<file path="config.mk">
export PLATFORM = sky130hd
export DESIGN_NAME = prio_vec_intc
export DESIGN_NICKNAME = d
export VERILOG_FILES = /design/src/rtl/intc_pkg.sv /design/src/rtl/intc_regs.sv /design/src/rtl/intc_arb.sv /design/src/rtl/intc_stack.sv /design/src/rtl/prio_vec_intc.sv
export SDC_FILE = /design/constraint.sdc
export NUM_CORES = 1
export LEC_CHECK = 0
export BUFFER_PORTS_ARGS = -buffer_cell sky130_fd_sc_hd__buf_4
export CAP_MARGIN = 10
export CORE_ASPECT_RATIO = 0.8
export CORE_MARGIN = 8
export CORE_UTILIZATION = 62
export CTS_CLUSTER_DIAMETER = 150
export DETAILED_ROUTE_END_ITERATION = 6
export PLACE_DENSITY = 0.91
export REMOVE_ABC_BUFFERS = 1
export SETUP_SLACK_MARGIN = 0.02
export SLEW_MARGIN = 10
export SYNTH_ARGS = -nofsm -noshare
export SYNTH_HDL_FRONTEND = slang
export SYNTH_SLANG_ARGS = --single-unit
</file>
<file path="constraint.sdc">
create_clock -name clk -period 60.3 [get_ports clk]
set_clock_uncertainty 0.15 [all_clocks]
set_input_delay 6.03 -clock clk [delete_from_list [all_inputs] [get_ports clk]]
set_output_delay 6.03 -clock clk [all_outputs]
set_load 0.02 [all_outputs]
</file>
<file path="src/rtl/intc_pkg.sv">
package intc_pkg;
  localparam int PRIO_W       = 4;
  localparam int DATA_W       = 32;
  localparam int VEC_SHIFT    = 4;   // handler stride 16 bytes
  localparam int REG_CTRL     = 0;
  localparam int REG_CUR      = 1;
  localparam int REG_ACK      = 2;
  localparam int REG_EOI      = 3;
  localparam int REG_VBASE    = 4;
  typedef logic [PRIO_W-1:0] prio_t;
endpackage

</file>
<file path="src/rtl/intc_regs.sv">
module intc_regs
  import intc_pkg::*;
#(
  parameter int NUM_SRC = 32,
  parameter int ADDR_W  = 10,
  parameter int SRC_W   = 5
) (
  input  logic                     clk,
  input  logic                     rst_n,
  input  logic                     sel_i,
  input  logic                     we_i,
  input  logic [ADDR_W-1:0]        addr_i,
  input  logic [DATA_W-1:0]        wdata_i,
  output logic [DATA_W-1:0]        rdata_o,
  input  prio_t                    cur_i,
  input  logic                     pend_i,
  input  logic [SRC_W-1:0]         win_id_i,
  output logic                     hw_mode_o,
  output logic [DATA_W-1:0]        vbase_o,
  output prio_t [NUM_SRC-1:0]      prio_o,
  output logic                     cur_wr_o,
  output prio_t                    cur_wdata_o,
  output logic                     ack_rd_o,
  output logic                     eoi_o
);
  localparam int IDX_W = ADDR_W - 1;

  logic             wr, rd;
  logic             prio_hit;
  logic [IDX_W-1:0] idx;
  logic             hw_mode_q;
  logic [DATA_W-1:0] vbase_q;
  prio_t [NUM_SRC-1:0] prio_q;
  prio_t            prio_rd;

  assign wr       = sel_i && we_i;
  assign rd       = sel_i && !we_i;
  assign idx      = addr_i[IDX_W-1:0];
  assign prio_hit = addr_i[ADDR_W-1] && (32'(idx) < NUM_SRC);

  assign cur_wr_o    = wr && (32'(addr_i) == REG_CUR);
  assign cur_wdata_o = wdata_i[PRIO_W-1:0];
  assign eoi_o       = wr && (32'(addr_i) == REG_EOI);
  assign ack_rd_o    = rd && (32'(addr_i) == REG_ACK);

  always_ff @(posedge clk or negedge rst_n) begin
    if (!rst_n) begin
      hw_mode_q <= 1'b0;
      vbase_q   <= '0;
    end else if (wr) begin
      if (32'(addr_i) == REG_CTRL)  hw_mode_q <= wdata_i[0];
      if (32'(addr_i) == REG_VBASE) vbase_q   <= {wdata_i[DATA_W-1:VEC_SHIFT], {VEC_SHIFT{1'b0}}};
    end
  end

  always_ff @(posedge clk or negedge rst_n) begin
    if (!rst_n) begin
      prio_q <= '0;
    end else if (wr && prio_hit) begin
      for (int i = 0; i < NUM_SRC; i++)
        if (idx == IDX_W'(i)) prio_q[i] <= wdata_i[PRIO_W-1:0];
    end
  end

  always_comb begin
    prio_rd = '0;
    for (int i = 0; i < NUM_SRC; i++)
      if (idx == IDX_W'(i)) prio_rd = prio_q[i];
  end

  always_comb begin
    rdata_o = '0;
    if (prio_hit) begin
      rdata_o[PRIO_W-1:0] = prio_rd;
    end else begin
      case (32'(addr_i))
        REG_CTRL:  rdata_o[0] = hw_mode_q;
        REG_CUR:   rdata_o[PRIO_W-1:0] = cur_i;
        REG_ACK:   rdata_o = pend_i ? {1'b1, (DATA_W-1)'(win_id_i)} : '0;
        REG_VBASE: rdata_o = vbase_q;
        default:   rdata_o = '0;
      endcase
    end
  end

  assign hw_mode_o = hw_mode_q;
  assign vbase_o   = vbase_q;
  assign prio_o    = prio_q;
endmodule

</file>
<file path="src/rtl/intc_arb.sv">
module intc_arb
  import intc_pkg::*;
#(
  parameter int NUM_SRC = 32,
  parameter int SRC_W   = 5
) (
  input  logic                clk,
  input  logic                rst_n,
  input  logic [NUM_SRC-1:0]  req_i,
  input  prio_t [NUM_SRC-1:0] prio_i,
  output logic                win_valid_o,
  output logic [SRC_W-1:0]    win_id_o,
  output prio_t               win_prio_o
);
  logic [NUM_SRC-1:0]  req_q;
  prio_t [NUM_SRC-1:0] eff_p;
  prio_t               best_p;
  logic [SRC_W-1:0]    best_id;

  // stage 1: capture request levels
  always_ff @(posedge clk or negedge rst_n) begin
    if (!rst_n) req_q <= '0;
    else        req_q <= req_i;
  end

  // an idle or disabled source contributes priority 0
  for (genvar g = 0; g < NUM_SRC; g++) begin : g_eff
    assign eff_p[g] = req_q[g] ? prio_i[g] : '0;
  end

  // strict comparison keeps the lowest index on ties
  always_comb begin
    best_p  = '0;
    best_id = '0;
    for (int i = 0; i < NUM_SRC; i++) begin
      if (eff_p[i] > best_p) begin
        best_p  = eff_p[i];
        best_id = SRC_W'(i);
      end
    end
  end

  // stage 2: registered winner
  always_ff @(posedge clk or negedge rst_n) begin
    if (!rst_n) begin
      win_valid_o <= 1'b0;
      win_id_o    <= '0;
      win_prio_o  <= '0;
    end else begin
      win_valid_o <= (best_p != '0);
      win_id_o    <= best_id;
      win_prio_o  <= best_p;
    end
  end
endmodule

</file>
<file path="src/rtl/intc_stack.sv">
module intc_stack
  import intc_pkg::*;
#(
  parameter int DEPTH = 16
) (
  input  logic  clk,
  input  logic  rst_n,
  input  logic  push_i,
  input  prio_t push_prio_i,
  input  logic  pop_i,
  input  logic  wr_i,
  input  prio_t wr_val_i,
  output prio_t cur_o
);
  prio_t              cur_q;
  prio_t [DEPTH-1:0]  stk_q;

  // shift-register LIFO: empty slots hold 0, oldest entry drops on overflow
  always_ff @(posedge clk or negedge rst_n) begin
    if (!rst_n) begin
      stk_q <= '0;
    end else if (push_i && !pop_i) begin
      stk_q[0] <= cur_q;
      for (int i = 1; i < DEPTH; i++) stk_q[i] <= stk_q[i-1];
    end else if (pop_i && !push_i) begin
      for (int i = 0; i < DEPTH-1; i++) stk_q[i] <= stk_q[i+1];
      stk_q[DEPTH-1] <= '0;
    end
  end

  // acknowledge outranks end-of-interrupt, which outranks a mask write
  always_ff @(posedge clk or negedge rst_n) begin
    if (!rst_n)      cur_q <= '0;
    else if (push_i) cur_q <= push_prio_i;
    else if (pop_i)  cur_q <= stk_q[0];
    else if (wr_i)   cur_q <= wr_val_i;
  end

  assign cur_o = cur_q;
endmodule

</file>
<file path="src/rtl/prio_vec_intc.sv">
module prio_vec_intc
  import intc_pkg::*;
#(
  parameter int NUM_SRC    = 32,
  parameter int ADDR_W     = 10,
  parameter int LIFO_DEPTH = 16
) (
  input  logic               clk,
  input  logic               rst_n,
  input  logic [NUM_SRC-1:0] irq_src_i,
  input  logic               bus_sel_i,
  input  logic               bus_we_i,
  input  logic [ADDR_W-1:0]  bus_addr_i,
  input  logic [31:0]        bus_wdata_i,
  output logic [31:0]        bus_rdata_o,
  output logic               core_valid_o,
  input  logic               core_ready_i,
  output logic [31:0]        core_vector_o
);
  localparam int SRC_W = (NUM_SRC > 1) ? $clog2(NUM_SRC) : 1;

  logic             hw_mode;
  logic [31:0]      vbase;
  prio_t [NUM_SRC-1:0] prio;
  logic             cur_wr, ack_rd, eoi_wr;
  prio_t            cur_wval, cur_prio, win_prio;
  logic             win_valid, accept;
  logic [SRC_W-1:0] win_id;

  intc_regs #(.NUM_SRC(NUM_SRC), .ADDR_W(ADDR_W), .SRC_W(SRC_W)) regs_i (
    .clk(clk), .rst_n(rst_n),
    .sel_i(bus_sel_i), .we_i(bus_we_i), .addr_i(bus_addr_i),
    .wdata_i(bus_wdata_i), .rdata_o(bus_rdata_o),
    .cur_i(cur_prio), .pend_i(core_valid_o), .win_id_i(win_id),
    .hw_mode_o(hw_mode), .vbase_o(vbase), .prio_o(prio),
    .cur_wr_o(cur_wr), .cur_wdata_o(cur_wval),
    .ack_rd_o(ack_rd), .eoi_o(eoi_wr)
  );

  intc_arb #(.NUM_SRC(NUM_SRC), .SRC_W(SRC_W)) arb_i (
    .clk(clk), .rst_n(rst_n), .req_i(irq_src_i), .prio_i(prio),
    .win_valid_o(win_valid), .win_id_o(win_id), .win_prio_o(win_prio)
  );

  intc_stack #(.DEPTH(LIFO_DEPTH)) stack_i (
    .clk(clk), .rst_n(rst_n),
    .push_i(accept), .push_prio_i(win_prio), .pop_i(eoi_wr),
    .wr_i(cur_wr), .wr_val_i(cur_wval), .cur_o(cur_prio)
  );

  assign core_valid_o = win_valid && (win_prio > cur_prio);
  assign accept = core_valid_o && (hw_mode ? core_ready_i : ack_rd);
  assign core_vector_o = hw_mode
    ? vbase + {{(32-SRC_W-VEC_SHIFT){1'b0}}, win_id, {VEC_SHIFT{1'b0}}}
    : vbase;
endmodule

</file>
# Word-level counts from Yosys, hierarchy flattened
# Cells that the tools add are included.
# W data, S select, Z words.
[op_classes]
n_addsub = 1
mul = 0
div = 0
magnitude_cmp = 34
n_eq_ne = 35
shift = 0
n_mux = 140
n_bitwise = 0
reduce_logical = 53
[ops]
columns = ["operator", "n"]
rows = [
  ["$mux W4", 108],
  ["$eq A9 B5 Y1 const B", 16],
  ["$gt A4 B4 Y1", 32],
  ["$mux W64", 2],
  ["$mux W5", 16],
  ["$eq A9 B4 Y1 const B", 8],
  ["$reduce_and A2 Y1", 34],
  ["$mux W32", 2],
  ["$pmux W28 S2", 1],
  ["$eq A9 B3 Y1 const B", 4],
  ["$add A32 B9 Y32", 1],
  ["$mux W28", 1],
  ["$eq A10 B2 Y1 const B", 2],
  ["$eq A9 B2 Y1 const B", 2],
  ["$mux W3", 4],
  ["$logic_and A1 B1 Y1", 11],
  ["$eq A10 B1 Y1 const B", 1],
  ["$eq A10 B3 Y1 const B", 1],
  ["$logic_not A10 Y1", 1],
  ["$eq A9 B1 Y1 const B", 1],
  ["$logic_not A9 Y1", 1],
  ["$lt A9 B6 Y1 const B", 1],
  ["$pmux W3 S2", 1],
  ["$gt A4 B1 Y1 const B", 1],
  ["other kinds (7)", 11],
]
[word_totals]
ff_bits = 267
latch_bits = 0
mem_bits_rw = 0
romBits = 0
out_inout_bits = 65
n_memories = 0

# Logic depth before layout (Yosys ltp)
[depth]
ltp_word = 66
ltp_mapped = 260

# By module
# From an unflattened synthesis, not the netlist that was laid out.
[hier_totals]
hier_cells = 2416
area_unflattened_um2 = 21444.3
[modules_own_cells]
columns = ["module", "instances", "cells_each", "area_each_um2", "seq_area_each_um2"]
rows = [
  ["intc_arb", 1, 1284, 9077.5, 1051.0],
  ["intc_regs", 1, 718, 8315.5, 3928.8],
  ["intc_stack", 1, 304, 3221.8, 1701.6],
  ["prio_vec_intc", 1, 110, 829.5, 0.0],
]

# Worst setup path before layout
# Ideal clock, no wire load.
[synth_timing]
kind = "flip-flop to flip-flop"
from = "register arb_i.req_q[1]"
to = "register arb_i.win_valid_o"
arrival_ps = 44428
t_required_ps = 60012
path_slack_ps = 15583
stages_incl_launch_ff = 242
n_path_buf = 9
synth_period_minus_slack_ps = 44717
cell_sequence = "dfrtp_1 buf_4 nand2_1 inv_1 ha_1 a41oi_1 o21ai_0 o21a_1 nor2_1 a21oi_1 ha_1 o21ai_1 a41oi_1 mux2_2 a21oi_1 a31o_2 nor2_1 a21oi_1 [... 206 more ...] o21ai_1 mux2_2 ha_1 a21oi_1 a21oi_1 mux2_4 nor3_2 o21ai_0 ha_1 nor2b_1 o21ai_0 nand2b_1 a21oi_1 a41oi_1 inv_1 nand3_1 mux2i_1 or4b_1"
[synth_via]
elab_chain_cells = 64
[synth_rtl]
columns = ["item", "line_no", "rtl"]
rows = [
  ["start, declared", "intc_arb.sv:15", "logic [NUM_SRC-1:0] req_q;"],
  ["start signal, assigned", "intc_arb.sv:23", "else req_q <= req_i;"],
  ["$mux W4 *", "intc_arb.sv:28", "assign eff_p[g] = req_q[g] ? prio_i[g] : '0;"],
  ["$gt A4 B4 Y1", "intc_arb.sv:36", "if (eff_p[i] > best_p) begin"],
  ["$mux W4 *", "intc_arb.sv:36", ""],
  ["$gt A4 B4 Y1", "intc_arb.sv:36", ""],
  ["$mux W4 *", "intc_arb.sv:36", ""],
  ["$gt A4 B4 Y1", "intc_arb.sv:36", ""],
  ["$mux W4 *", "intc_arb.sv:36", ""],
  ["$gt A4 B4 Y1", "intc_arb.sv:36", ""],
  ["[... 48 more ...]", "--", ""],
  ["$mux W4 *", "intc_arb.sv:36", ""],
  ["$gt A4 B4 Y1", "intc_arb.sv:36", ""],
  ["$mux W4 *", "intc_arb.sv:36", ""],
  ["$gt A4 B4 Y1", "intc_arb.sv:36", ""],
  ["$mux W4 *", "intc_arb.sv:36", ""],
  ["$gt A4 B4 Y1", "intc_arb.sv:36", ""],
  ["$mux W4 *", "intc_arb.sv:36", ""],
  ["$reduce_bool A4 Y1 *", "intc_arb.sv:50", "win_valid_o <= (best_p != '0);"],
  ["end signal, assigned", "intc_arb.sv:50", ""],
  ["end, declared", "intc_arb.sv:11", "output logic win_valid_o,"],
]
# Mark *: on every way between the ends. The rest lies on a longest branch, timed or not.
# A chain may end at the register's enable or synchronous reset.

# Final worst setup path
# Ends and elaborated chain as after synthesis.

==> results.sh <==
export IMPL_layout_common_cells="nand2_1 (275), dfrtp_1 (267), nor2_1 (230)"
export IMPL_end_kind="flop"
export IMPL_die_w_um=218
export IMPL_drive_gt1_frac=0.184
export IMPL_place_congestion=0.996
export IMPL_required_ps=60600
export IMPL_antennaDiodeCount=0
export IMPL_hold_viol=0
export IMPL_wire_per_inst_um=20.9
export IMPL_rows=59
export IMPL_portBuffers=139
export IMPL_antenna_found_initial=0
export IMPL_cap_violations=0
export IMPL_place_hpwl_um=43600
export IMPL_synth_area_leader_cell="dfrtp_1"
export IMPL_ys_ff_latch=267
export IMPL_coreArea_um2=32300
export IMPL_crit_fanout=11
export IMPL_max_slew_margin=0.187
export IMPL_critPathLaunchType="flop"
export IMPL_min_path_type="flop to flop"
export IMPL_wl_um=59400
export IMPL_grt_pass1_wl_um=96800
export IMPL_area_growth_pct=11.0
export IMPL_hold_buffers=0
export IMPL_worstPathArrival_ps=52150
export IMPL_post_cts_resized=0
export IMPL_synth_main_ff_cell="dfrtp_1"
export IMPL_final_common_cell="nand2_1"
export IMPL_nFillCells=2384
export IMPL_synth_distinct_cells=113
export IMPL_via_count=19400
export IMPL_grt_ovfl_total=0
export IMPL_slowest_stage="or4b_2"
export IMPL_cts_buffer_depth=3
export IMPL_report_final_slew_viol_count=0
export IMPL_detail_route_antenna_nets=0
export IMPL_netlist_top_cells_area="dfrtp_1 (33%), mux2_2 (9.7%), nand2_1 (5.1%)"
export IMPL_fin_crit_sh=0.860
export IMPL_synth_edf_count=0
export IMPL_grt_max_degree=129
export IMPL_dieHeight_um=178
export IMPL_h_tree_depth=1
export IMPL_netlist_area_leader_share=0.330
export IMPL_grt_pass1_vias=18500
export IMPL_yosysSeqAreaShare=0.330
export IMPL_syn_area_um2=20200
export IMPL_final_cell_area_um2=22500
export IMPL_cts_tree="built"
export IMPL_drt_pass1_iterations=6
export IMPL_numClockSinks=267
export IMPL_drc=0
export IMPL_synthCells=2306
export IMPL_drt_iter0_drc=2519
export IMPL_ir_drop_v=0.0000201
export IMPL_worst_pin_slew_ps=1220
export IMPL_dieArea_um2=38700
export IMPL_tritoncts_num_buffers=28
export IMPL_cts_root_buffer="clkbuf_16"
export IMPL_fin_tns_setup_ps=0
export IMPL_clock_latency_ps=580
export IMPL_fmax_mhz=19.3
export IMPL_postPlaceCellArea_um2=21500
export IMPL_critPathMaxStageDelay_ps=710
export IMPL_viasPerCell=6.81
export IMPL_ys_async_sr_fraction=1.00
export IMPL_yosysWarnings=0
export IMPL_io_pins=144
export IMPL_clk_pin_slew_worst_paths_ps=70
export IMPL_multi_input_area_um2=13000
export IMPL_seq_area_um2=6680
export IMPL_initial_core_util=0.626
export IMPL_final_nets=2556
export IMPL_synth_area_per_cell_um2=8.78
export IMPL_finalSetupViolCount=0
export IMPL_powerDensity_nw_per_um2=18.0
export IMPL_layout_min_cycle_time_ps=51850
export IMPL_grtUsageTotal=0.299
export IMPL_path_class="flop to flop"
export IMPL_cts_setup_buffers=0
export IMPL_rsz0062_at_grt="no"
export IMPL_status="complete, no violations"
export IMPL_total_leakage_power_nw=10.1
## report_power, final
| group | internal, mW | total (mW) | switching (mW) |
|---|---|---|---|
| Combinational | 0.0156 | 0.0414 | 0.0258 |
| Clock | 0.0993 | 0.175 | 0.0759 |
| Sequential | 0.183 | 0.188 | 0.00464 |
| Total | 0.298 | 0.404 | 0.106 |
## registers in the layout, summed over array words and instances, names as in the netlist
register / count
arb_i.req_q: 32
arb_i.win_id_o: 5
arb_i.win_prio_o: 4
arb_i.win_valid_o: 1
regs_i.hw_mode_o: 1
regs_i.prio_o: 128
regs_i.vbase_o: 28
stack_i.cur_o: 4
stack_i.stk_q: 64
## synth_stat cells (17+ instances only)
library cell  instances
inv_1                72
and3_1               30
a31oi_1              31
nand3_1              80
and2_1               89
mux2i_1              87
xnor2_1              31
nor3_1               42
clkbuf_1             59
ha_1                 77
o21ai_1              17
nor2_1              230
a22oi_1              17
o21ai_0             102
nand4_1              20
dfrtp_1             267
a21oi_1             167
o211ai_1             36
nand2_1             275
mux2_2              175
## layer usage
metal / global-route usage / wire, µm
met1: 0.412 / 25100
met2: 0.470 / 26700
met3: 0.0595 / 5640
met4: 0.0987 / 2010
met5: 0 / 0
## per-stage QoR
| step | worst slack (ps) | utilization | std cells | hold slack [ps] | total power, mW |
|---|---|---|---|---|---|
| 6_report | 8450 | 0.695 | 2844 | 367 | 0.404 |
| 5_1_grt | 4380 | 0.695 | 2844 | 378 | 0.415 |
| 4_1_cts | 9630 | 0.695 | 2844 | 367 | 0.404 |
| 3_5_place_dp | 10080 | 0.666 | 2796 | 352 | 0.231 |
| 3_3_place_gp | 12170 | 0.666 | 2796 | 338 | 0.229 |
| 2_1_floorplan | 15770 | - | 2225 | 330 | 0.212 |
## cell type report
class	count	share of cell area
Sequential cell	267	0.297
Inverter	72	0.0120
Multi-Input combinational cell	1886	0.577
Tap cell	427	0.0238
Timing Repair Buffer	144	0.0485
Clock inverter	9	0.00440
Clock buffer	39	0.0366
## cells by family (layout without fill, tap and decap cells)
family	after synthesis	after routing	synth area share
xor gates and xnor gates	43	43	0.0186
adders and majority gates	84	84	0.0515
other	1	4	0.000185
buffers and inverters	156	264	0.0316
AOI/OAI and AO/OA	615	615	0.214
DFF	267	267	0.330
and+or+nand+nor	865	865	0.203
muxes	275	275	0.151
## worst max-delay path, delay by kind of cell, from the launching register on
kind | cells | cell delay (ps)
flip-flops | 1 | 480
AO/OA/AOI/OAI | 111 | 22160
multiplexers | 16 | 4580
adder cells (fa/ha/maj) | 34 | 11530
buffers and inverters | 6 | 700
AND/OR/NAND/NOR | 65 | 12000
## worst paths after layout
check,start,endpoint,slack (ps),depth (start not counted)
setup / recovery,arb_i.req_q[1]$_DFF_PN0_,arb_i.win_valid_o$_DFF_PN0_,8450,232
hold / removal,regs_i.vbase_o[27]$_DFFE_PN0P_,regs_i.vbase_o[27]$_DFFE_PN0P_,370,1
setup reg to reg,arb_i.req_q[1]$_DFF_PN0_,arb_i.win_valid_o$_DFF_PN0_,8450,232
hold reg to reg,regs_i.vbase_o[27]$_DFFE_PN0P_,regs_i.vbase_o[27]$_DFFE_PN0P_,370,1
max in group asynchronous,rst_n,regs_i.prio_o[39]$_DFFE_PN0P_,52240,3
min in group asynchronous,rst_n,stack_i.stk_q[61]$_DFFE_PN0P_,5390,1
Note: power is estimated with default switching activity, not from simulation.
